`src/rtl/mtpc_pkg.sv`:
```
package mtpc_pkg;
  typedef enum logic [1:0] {
    VM_OFF    = 2'd0,
    VM_SPEED  = 2'd1,
    VM_ALWAYS = 2'd2,
    VM_ALT    = 2'd3
  } vmode_e;
endpackage

```
`src/rtl/mtpc_counter.sv`:
```
module mtpc_counter #(
  parameter int CNT_W = 16
) (
  input  logic             clk,
  input  logic             rst_n,
  input  logic             zc,
  input  logic             zc_up,
  input  logic             load,
  input  logic [CNT_W-1:0] load_val,
  input  logic             reload,
  input  logic [CNT_W-1:0] reload_val,
  output logic [CNT_W-1:0] count
);
  localparam logic [CNT_W-1:0] ONE = CNT_W'(1);

  always_ff @(posedge clk or negedge rst_n) begin
    if (!rst_n)       count <= '0;
    else if (load)    count <= load_val;
    else if (reload)  count <= reload_val;
    else if (zc)      count <= zc_up ? count + ONE : count - ONE;
  end

  // preload wins
  p_preload_r2: assert property (@(posedge clk) disable iff (!rst_n)
    load |=> count == $past(load_val));
  // reload adopts the computed value
  p_reload_r6: assert property (@(posedge clk) disable iff (!rst_n)
    (reload && !load) |=> count == $past(reload_val));
  // no event, no motion
  p_hold_r1: assert property (@(posedge clk) disable iff (!rst_n)
    (!load && !reload && !zc) |=> $stable(count));
endmodule

```
`src/rtl/mtpc_speed.sv`:
```
module mtpc_speed #(
  parameter int WIN_LEN = 32,
  parameter int FRQ_W   = 8
) (
  input  logic             clk,
  input  logic             rst_n,
  input  logic             zc,
  input  logic [FRQ_W-1:0] thr,
  output logic             overspeed
);
  localparam int WW = (WIN_LEN > 2) ? $clog2(WIN_LEN) : 1;
  localparam logic [WW-1:0]    WLAST = WW'(WIN_LEN - 1);
  localparam logic [FRQ_W-1:0] SAT   = '1;

  logic [WW-1:0]    wcnt;
  logic [FRQ_W-1:0] tally, tally_nx;

  always_comb begin
    tally_nx = tally;
    if (zc && tally != SAT) tally_nx = tally + FRQ_W'(1);
  end

  always_ff @(posedge clk or negedge rst_n) begin
    if (!rst_n) begin
      wcnt      <= '0;
      tally     <= '0;
      overspeed <= 1'b0;
    end else if (wcnt == WLAST) begin
      wcnt      <= '0;
      tally     <= '0;
      overspeed <= tally_nx > thr;
    end else begin
      wcnt  <= wcnt + WW'(1);
      tally <= tally_nx;
    end
  end

  // the flag only moves at a window boundary
  p_flag_window_r4: assert property (@(posedge clk) disable iff (!rst_n)
    (wcnt != WLAST) |=> $stable(overspeed));
endmodule

```
`src/rtl/mtpc_verify.sv`:
```
module mtpc_verify
  import mtpc_pkg::*;
#(
  parameter int CNT_W = 16
) (
  input  logic             clk,
  input  logic             rst_n,
  input  vmode_e           vmode,
  input  logic             overspeed,
  input  logic             take,
  input  logic [CNT_W-1:0] count,
  input  logic [CNT_W-1:0] period,
  output logic             reload,
  output logic             cmp_done,
  output logic             mismatch
);
  logic enabled, fire, differ;

  always_comb begin
    unique case (vmode)
      VM_OFF:   enabled = 1'b0;
      VM_SPEED: enabled = !overspeed;
      default:  enabled = 1'b1;
    endcase
  end

  assign fire   = take && enabled;
  assign differ = count != period;
  assign reload = fire && differ;

  always_ff @(posedge clk or negedge rst_n) begin
    if (!rst_n) begin
      cmp_done <= 1'b0;
      mismatch <= 1'b0;
    end else begin
      cmp_done <= fire;
      if (fire) mismatch <= differ;
    end
  end

  // no compare in mode off
  p_off_silent_r3: assert property (@(posedge clk) disable iff (!rst_n)
    cmp_done |-> $past(vmode) != VM_OFF);
  // no compare under overspeed in speed mode
  p_speed_gate_r4: assert property (@(posedge clk) disable iff (!rst_n)
    (cmp_done && $past(vmode) == VM_SPEED) |-> !$past(overspeed));
  // flag only changes with a compare
  p_flag_hold_r6: assert property (@(posedge clk) disable iff (!rst_n)
    !cmp_done |-> $stable(mismatch));
endmodule

```
`src/rtl/mtpc_top.sv`:
```
module mtpc_top
  import mtpc_pkg::*;
#(
  parameter int CNT_W   = 16,
  parameter int FRQ_W   = 8,
  parameter int WIN_LEN = 32
) (
  input  logic             clk,
  input  logic             rst_n,
  input  logic             zc,
  input  logic             zc_up,
  input  logic             pre_stb,
  input  logic [CNT_W-1:0] pre_val,
  input  logic             calc_valid,
  output logic             calc_ready,
  input  logic [CNT_W-1:0] calc_period,
  input  logic [FRQ_W-1:0] frq_thr,
  input  logic [1:0]       vmode,
  output logic [CNT_W-1:0] count,
  output logic             cmp_done,
  output logic             mismatch
);
  logic overspeed, take, reload;

  assign calc_ready = !pre_stb;
  assign take       = calc_valid && calc_ready;

  mtpc_speed #(.WIN_LEN(WIN_LEN), .FRQ_W(FRQ_W)) u_speed (
    .clk(clk), .rst_n(rst_n), .zc(zc), .thr(frq_thr), .overspeed(overspeed)
  );

  mtpc_verify #(.CNT_W(CNT_W)) u_verify (
    .clk(clk), .rst_n(rst_n), .vmode(vmode_e'(vmode)), .overspeed(overspeed),
    .take(take), .count(count), .period(calc_period),
    .reload(reload), .cmp_done(cmp_done), .mismatch(mismatch)
  );

  mtpc_counter #(.CNT_W(CNT_W)) u_count (
    .clk(clk), .rst_n(rst_n), .zc(zc), .zc_up(zc_up),
    .load(pre_stb), .load_val(pre_val),
    .reload(reload), .reload_val(calc_period), .count(count)
  );

  // a refused period leads to no compare
  p_refused_r7: assert property (@(posedge clk) disable iff (!rst_n)
    (calc_valid && !calc_ready) |=> !cmp_done);
  // a compare strobe lasts one cycle per transfer
  p_done_src_r6: assert property (@(posedge clk) disable iff (!rst_n)
    cmp_done |-> $past(calc_valid && calc_ready));
endmodule

```
`config.mk`:
```
export PLATFORM = sky130hd
export DESIGN_NAME = mtpc_top
export DESIGN_NICKNAME = d
export VERILOG_FILES = /design/src/rtl/mtpc_pkg.sv /design/src/rtl/mtpc_counter.sv /design/src/rtl/mtpc_speed.sv /design/src/rtl/mtpc_verify.sv /design/src/rtl/mtpc_top.sv
export SDC_FILE = /design/constraint.sdc
export NUM_CORES = 1
export LEC_CHECK = 0
export ABC_AREA = 0
export CAP_MARGIN = 20
export CORE_MARGIN = 2
export CORE_UTILIZATION = 30
export CTS_BUF_LIST = sky130_fd_sc_hd__clkbuf_8 sky130_fd_sc_hd__clkbuf_16
export DETAILED_ROUTE_END_ITERATION = 7
export PLACE_DENSITY = 0.58
export SETUP_SLACK_MARGIN = 0.2
export SLEW_MARGIN = 20
export SYNTH_ARGS = -nofsm -noshare
export SYNTH_HDL_FRONTEND = slang
export SYNTH_SLANG_ARGS = --single-unit
```
`constraint.sdc`:
```
create_clock -name clk -period 2.9 [get_ports clk]
set_input_delay 0.29 -clock clk [delete_from_list [all_inputs] [get_ports clk]]
set_output_delay 0.29 -clock clk [all_outputs]
set_load 0.01 [all_outputs]
```
### Word level (Yosys, flattened, before mapping)

Cells that the tools add are included.

* add/subtract/negate cells: 4
* $lt $le $gt $ge: 1
* equality and inequality tests: 4
* multiplexer cells: 8
* reduce and logical (&&, ||, !) cells: 8

Operator list (number)
* 2-to-1 mux 16 bit: 4
* adder 16 x 1 -> 16 bit, second input constant: 1
* 2-to-1 mux 8 bit: 2
* inequality test 16 bit: 1
* subtractor 16 x 1 -> 16 bit, second input constant: 1
* adder 8 x 1 -> 8 bit, second input constant: 1
* greater-than comparator 8 bit: 1
* inequality test 8 bit, second input constant: 1
* adder 5 x 1 -> 5 bit, second input constant: 1
* == test 5 bit, second input constant: 1
* 2-to-1 mux 5 bit: 1
* logical AND 1 bit: 4
* nonzero test 3 bit: 1
* == test 2 x 1 -> 1 bit, second input constant: 1
* logical NOT 1 bit: 2
* logical NOT 2 bit: 1
* case mux 1 bit (2 select lines): 1

* register bits after elaboration: 32
* output and inout bits: 19
* logic and storage cells: 31

### Depth between registers and ports, before layout

Gate-level depths: netlist (run 1).

* word-level depth: 6
* gate-level depth with buffers: 12
* gate-level depth less buffers: 12

### Hierarchy

From an unflattened synthesis (run 1), not the netlist that was laid out.

* cell total of the unflattened synthesis: 306
* area total of the unflattened synthesis: 2773.9 sq um

Modules (own cells, without submodules)
* mtpc_counter: times used 1, cells each 186, area an instance 1605.3 sq um
* mtpc_speed: times used 1, cells each 90, area an instance 902.1 sq um
* mtpc_verify: times used 1, cells each 28, area an instance 256.5 sq um
* mtpc_top: times used 1, cells each 2, area an instance 10.0 sq um

### Worst setup path after synthesis (run 1)

Ideal clock, no wire load.

* kind: register to register
* start point: reg u_speed.tally[0]
* end point: reg u_speed.overspeed
* arrival time: 2.374 ns
* required time: 2.768 ns
* setup slack: 0.394 ns
* stages on the path, launching flop included: 12
* cells stage by stage: dfrtp_1 -> ha_1 -> inv_1 -> o41ai_2 -> mux2_2 -> ha_1 -> nor2b_1 -> o21a_1 -> o21ai_0 -> a21oi_1 -> a31oi_1 -> o22ai_1

* longest elaborated chain between the ends: 4

Ends and longest elaborated chain
* start: declaration: line mtpc_speed.sv:16 `logic [FRQ_W-1:0] tally, tally_nx;`
* start signal: assignment: line mtpc_speed.sv:34 `tally <= tally_nx;`
* branches (longest 2 deep; another with adder 8 x 1 -> 8 bit)
* 2-to-1 mux 8 bit *: line mtpc_speed.sv:20 `if (zc && tally != SAT) tally_nx = tally + FRQ_W'(1);`
* greater-than comparator 8 bit *: line mtpc_speed.sv:31 `overspeed <= tally_nx > thr;`
* end signal: assignment: line mtpc_speed.sv:31
* end: declaration: line mtpc_speed.sv:9 `output logic overspeed`

Mark *: on every way between the ends.
A chain may end at the register's enable or synchronous reset.

### Worst setup path in the final report (run 1)

* start point: reg u_speed.tally[3]
* end point: reg u_speed.overspeed

Same word-level chain as after synthesis.

==> summary.txt, run 1 <==
Status = completed
Gr usage total = 15.6%
Count leader, synth = dfrtp_1
First-iteration detailed-routing DRC count = 85
Leak = 0.00165 uW
Finished Layout Cells = 489
Async SR Flop Fraction = 100%
Synth Cell Area = 2740 sq um
Max_cap viols = 0
Slew Limit Fails = 0
Final Net Count = 454
Worst VDD drop = 211 uV
Final setup skew = 0.0107 ns
Synth top area share = 29.2%
Worst slew margin = 68.7%
Post-DP HPWL = 5.91 mm
Pwr/cell area = 564 nW/um^2
Vias in the first global route = 2603
Synth top area cells = dfrtp_1, ha_1, xor2_1, xnor2_1, a21oi_1
Top delay family on crit path = compound AO/OA/AOI/OAI gates
Num CTS Buffers = 5
Crit end category = register
Library cells used by synthesis = 50
Slowest CP cell = dfrtp_1
Hold WC Path Type = in -> async
Final-layout fill cell count = 867
Routed wire per std cell = 15.6 um
GP Congestion = 0.778
Critical path buffers and inverters = 0
Crit-path cells = nand2_2 -> o41ai_4 -> mux2_2 -> ha_1 -> nor2b_1 -> o21a_1 -> o21ai_0 -> a21oi_1 -> a31oi_1 -> o22ai_1
Syn Inst Count = 300
Finished Cell Area = 3780 sq um
R2r worst-path depth = 10
Row cnt = 34
Avg Synthesized Cell Area = 9.13 sq um
Fmax = 375 MHz
Synth Area in Adders = 12.1%
Port Buffers = 66
Synth Warn # = 0
Dpl cell area = 3610 sq um
# DRC = 0
Worst skew pair latency = 0.30 ns
Commonest cells post-synth = dfrtp_1, xor2_1, ha_1, nand2_1, a21oi_1
Pre-CTS WS = -0.00473 ns
Crit path largest cell delay = 0.41 ns
Grt ovf = 0
Initial antenna violation count = 0
Final Cycle Share = 91.9%
First-pass GRT wire length = 12.4 mm
Hold WS = 0.393 ns
CP startpoint kind = register
Initial Util = 31.1%
Setup Crit Path Kind = reg -> reg
Placed cells = 480
Layout Utilization = 42.9%
Detailed Route WL = 7.65 mm
CP Data Required Time = 3.06 ns
Reg clk slew, reported paths = 0.08 ns
CP Max Fanout = 5
Hold Vio Cnt, Final = 0
Xor/xnor share of the synthesized area = 12.5%
TritonCTS clock tree = yes
DIE HEIGHT = 99.6 um
Critical path depth = 10
Vias per cell = 5.09
Area growth syn-to-layout = 38.0%
Register bit total from synthesis = 32
Share of cells above drive strength 1 = 12.3%
IO Count = 67
Combinational family with the most area after synthesis = simple AND/OR/NAND/NOR gates
# setup viols final = 0
Mux cell area share after synthesis = 4.25%
Clock sink count = 32
CTS H-tree lvls = 2
Largest net degree at the start of global routing = 33
Slew @ Worst Pin = 0.470 ns
Worst Slack Setup Final = 0.236 ns
Compound-Gate Fraction of Synth Area = 19.0%
Main synth FF type = dfrtp_1
Post-CTS Hold Fix Bufs = 0
Post-DRT Antenna Nets = 0
Synth area leader = dfrtp_1
CP arrival = 2.82 ns
CTS Buffer Depth = 2
CTS root buf = clkbuf_8
Simple-gate share of the synthesized area = 19.3%
Pre-antenna DRT Iters = 4
Post-synth EDFFs = 0
Min Clock Period, post-route = 2.66 ns
Via count = 2489
Syn_nets = 374
Sequential element share of the synthesized area = 29.2%
Diodes inserted = 0
Core area = 8810 sq um
Die ar. = 9910 sq um
Die Wd = 99.6 um
Unrepaired setup endpoints after global routing = true
## timing repair
item,4_1_cts,5_1_grt
cloned,0,0
gates resized for setup,3,8
pin swaps,1,1
buffers inserted,1,0
setup endpoints to repair,1,5
## metrics by stage
stage	TNS (ns)	total power, uW
after floorplan	0	1280
after global placement	0	1630
after detailed placement	-0.00473	1660
after CTS	0	2120
after global routing	0	2280
final	0	2130
## area by class of cell
type / instances / area (sq um) / area share, %
multi-input combinational: 244 / 1890 / 50.0
sequential: 32 / 802 / 21.2
timing repair buffer: 84 / 796 / 21.0
tap: 108 / 135 / 3.57
clock buffer: 5 / 68.8 / 1.82
inverter: 13 / 48.8 / 1.29
clock inverter: 3 / 38.8 / 1.03
## cell families (layout without fill, tap and decap cells)
| logic type | count (synthesis) | count (layout) |
|---|---|---|
| flip-flops | 32 | 32 |
| AO/OA/AOI/OAI | 79 | 79 |
| XOR/XNOR | 39 | 39 |
| buffers and inverters | 24 | 105 |
| multiplexers | 11 | 11 |
| adder cells (fa/ha/maj) | 26 | 26 |
| AND/OR/NAND/NOR | 89 | 89 |
## worst register-to-register path: stages (launching register included)
cell and delay (ns):
dfrtp_1 0.41, nand2_2 0.13, o41ai_4 0.37, mux2_2 0.39
ha_1 0.29, nor2b_1 0.13, o21a_1 0.18, o21ai_0 0.16
a21oi_1 0.10, a31oi_1 0.23, o22ai_1 0.13
## where the power goes
| group | switching [uW] | internal, uW |
|---|---|---|
| clock | 186 | 252 |
| combinational | 538 | 534 |
| sequential | 96.4 | 525 |
## registers in the layout, summed over array words and instances, names as in the netlist
register,cells
u_count.count,16
u_speed.tally,8
u_speed.wcnt,5
u_speed.overspeed,1
u_verify.cmp_done,1
u_verify.mismatch,1
## final timing paths
check | from | to | slack [ns]
setup / recovery | u_speed.tally[3] | u_speed.overspeed | 0.24
min in group clk | u_speed.wcnt[0] | u_speed.wcnt[0] | 0.45
setup reg to reg | u_speed.tally[3] | u_speed.overspeed | 0.24
hold / removal | rst_n | u_count.count[9] | 0.39
max in group asynchronous | rst_n | u_speed.tally[2] | 2.15
hold reg to reg | u_speed.wcnt[0] | u_speed.wcnt[0] | 0.45
## per-layer routing
layer / GRT usage, % / vias up / wire, um
met5: 0 / - / 0
met4: 6.01 / 0 / 199
met3: 3.02 / 21 / 327
met2: 28.2 / 63 / 3830
met1: 18.1 / 1156 / 3290
li1: - / 1249 / -
## placed cells by master (no fill, tap or decap), types with 3 or more instances in the layout
cell type	Yosys	routed
clkdlybuf4s50_1	0	66
o21ai_0	10	10
mux2_2	5	5
a221o_1	6	6
ha_1	25	25
mux2i_1	6	6
dfrtp_1	32	31
o21ai_1	13	13
nand4_1	6	6
xor2_1	26	26
clkbuf_8	0	5
nand2_1	24	23
buf_4	0	18
nor2b_1	9	9
o211ai_1	3	3
inv_1	13	14
a21o_1	6	6
a31oi_1	3	3
xnor2_1	13	13
nor3_1	5	5
nand3_1	9	9
and3_1	3	3
o31ai_1	3	3
nor4_4	4	4
nor2_1	18	17
a21oi_1	19	18
No activity file was read; power rests on OpenSTA's default activity.
==> run 2: changes to the inputs <==
Settings changed: HOLD_SLACK_MARGIN set to 0.03.
==> results of run 2 <==
Final layout, timing and power as in run 1 (identical DEF).
==> run 3: changes to the inputs <==
Settings changed: CORE_UTILIZATION 30 to 45, PLACE_DENSITY 0.58 to 0.79.
==> run 3 against run 2 <==
  * Worst hold slack better by 0.0058 ns
  * Clock-buffer cell count stayed put
  * Clock skew is 0.0014 ns higher
  * Sequential cell count stayed put
  * Wire length is 5.3% lower
  * Register-to-register slack better by 0.12 ns
  * Final area is 2.7% lower
  * Critical path type is now in -> reg
  * Largest cell class unchanged
  * Largest power group unchanged
==> summary.txt, run 3 (synthesis results as in run 1) <==
Status = completed
Vias in the first global route = 2475
Setup Crit Path Kind = in -> reg
Most frequent cells in the layout = clkdlybuf4s50_1, dfrtp_1, xor2_1
Post-DRT Antenna Nets = 0
Detailed Route WL = 7.24 mm
Max reg flops = 16
Vias per cell = 5.54
# DRC = 0
IO Count = 67
DIE HEIGHT = 82.0 um
CTS Buffer Depth = 2
Initial antenna violation count = 0
CP Data Required Time = 3.07 ns
Gr usage total = 22.8%
Post-DP HPWL = 5.47 mm
Clock sink count = 32
Min Clock Period, post-route = 2.55 ns
Hold WS = 0.399 ns
Flop pwr share = 30.7%
Switching power = 804 uW
Via count = 2509
Max_cap viols = 0
Finished Layout Cells = 453
First-iteration detailed-routing DRC count = 108
Leak = 0.00162 uW
Port Buffers = 66
GP Congestion = 0.859
Worst Slack Setup Final = 0.352 ns
Pre-CTS WS = -0.0144 ns
Hold WC Path Type = in -> async
Reg2reg start = u_speed.tally[4]
Worst slew margin = 67.0%
Total power draw = 2010 uW
Core area = 5890 sq um
# setup viols final = 0
Reg clk slew, reported paths = 0.08 ns
TritonCTS clock tree = yes
Routed wire per std cell = 16.0 um
Final Net Count = 451
Pre-antenna DRT Iters = 4
Switching share of power = 39.9%
Top Registers = u_count.count (16), u_speed.tally (8), u_speed.wcnt (5)
Final-layout fill cell count = 523
Fmax = 393 MHz
Internal power = 1210 uW
Clock power share = 17.5%
Slew @ Worst Pin = 0.487 ns
Hold Vio Cnt, Final = 0
CP Max Fanout = 8
Diodes inserted = 0
First-pass GRT wire length = 11.6 mm
Final setup skew = 0.0121 ns
Commonest non-fill, non-tap cell in the layout = clkdlybuf4s50_1
Unrepaired setup endpoints after global routing = false
Crit end category = register
Die ar. = 6730 sq um
Worst skew pair latency = 0.30 ns
Final Cycle Share = 87.8%
Slew Limit Fails = 0
Num CTS Buffers = 5
Worst VDD drop = 408 uV
CTS root buf = clkbuf_8
Row cnt = 28
Share of cells above drive strength 1 = 11.4%
Largest net degree at the start of global routing = 33
Grt ovf = 0
Slack of the worst reg-to-reg path = 0.36 ns
Area growth syn-to-layout = 34.3%
Post-CTS Hold Fix Bufs = 0
Part of the power in combinational logic = 51.8%
Die Wd = 82.0 um
Pwr/cell area = 547 nW/um^2
Placed cells = 444
CP arrival = 2.72 ns
CP startpoint kind = primary input
Initial Util = 46.6%
Most flops, register = u_count.count
CP startpoint = zc_up
CTS H-tree lvls = 2
==> run 3: critical path, stage by stage <==
cell	delay (ns)
clkdlybuf4s50_1	0.52
inv_2	0.12
fa_1	0.45
a21oi_1	0.18
o21ai_1	0.12
a2111oi_0	0.44
nor3_1	0.11
xor2_1	0.15
a221o_1	0.33
==> run 3: power by group through the flow <==
stage | registers, uW | clock network, uW | logic, uW
after floorplan | 623 | 0 | 655
after global routing | 631 | 385 | 1160
after CTS | 615 | 361 | 1030
after global placement | 618 | 0 | 987
after detailed placement | 623 | 0 | 1010
final | 618 | 353 | 1040
==> run 3: final timing paths <==
path                       depth (start not counted)           endpoint
max                                                9   u_count.count[8]
min                                                2  u_count.count[11]
max reg2reg                                       10  u_speed.overspeed
min reg2reg                                        1    u_speed.wcnt[0]
max in group asynchronous                          2   u_count.count[9]
min in group clk                                   1    u_speed.wcnt[0]
==> run 3: area by class of cell <==
cell class | count | area [sq um] | share of cell area [%]
clock buffer | 5 | 68.8 | 1.87
clock inverter | 3 | 18.8 | 0.510
inverter | 13 | 48.8 | 1.33
multi-input combinational | 244 | 1880 | 51.0
sequential | 32 | 801 | 21.8
tap | 75 | 93.8 | 2.55
timing repair buffer | 81 | 773 | 21.0
==> run 3: timing repair <==
action / 4_1_cts / 5_1_grt
gates resized for setup: 1 / 6
cloned: 0 / 0
pin swaps: 0 / 1
endpoints found under the setup margin: 1 / 6
buffers inserted: 0 / 1
==> run 3: metrics by stage <==
stage / utilization, % / setup TNS (ns) / cell area (sq um)
2_1_floorplan: - / 0 / 2740
3_3_place_gp: 60.3 / 0 / 3550
3_5_place_dp: 60.3 / -0.0144 / 3550
4_1_cts: 62.0 / 0 / 3650
5_1_grt: 62.5 / 0 / 3680
6_report: 62.5 / 0 / 3680
==> run 3: metal layers <==
metal | vias up | routed length, um | track usage [%]
met2 | 61 | 3750 | 41.4
met1 | 1196 | 3000 | 27.3
li1 | 1242 | - | -
met4 | 0 | 99 | 6.50
met3 | 10 | 388 | 4.18
met5 | - | 0 | 0
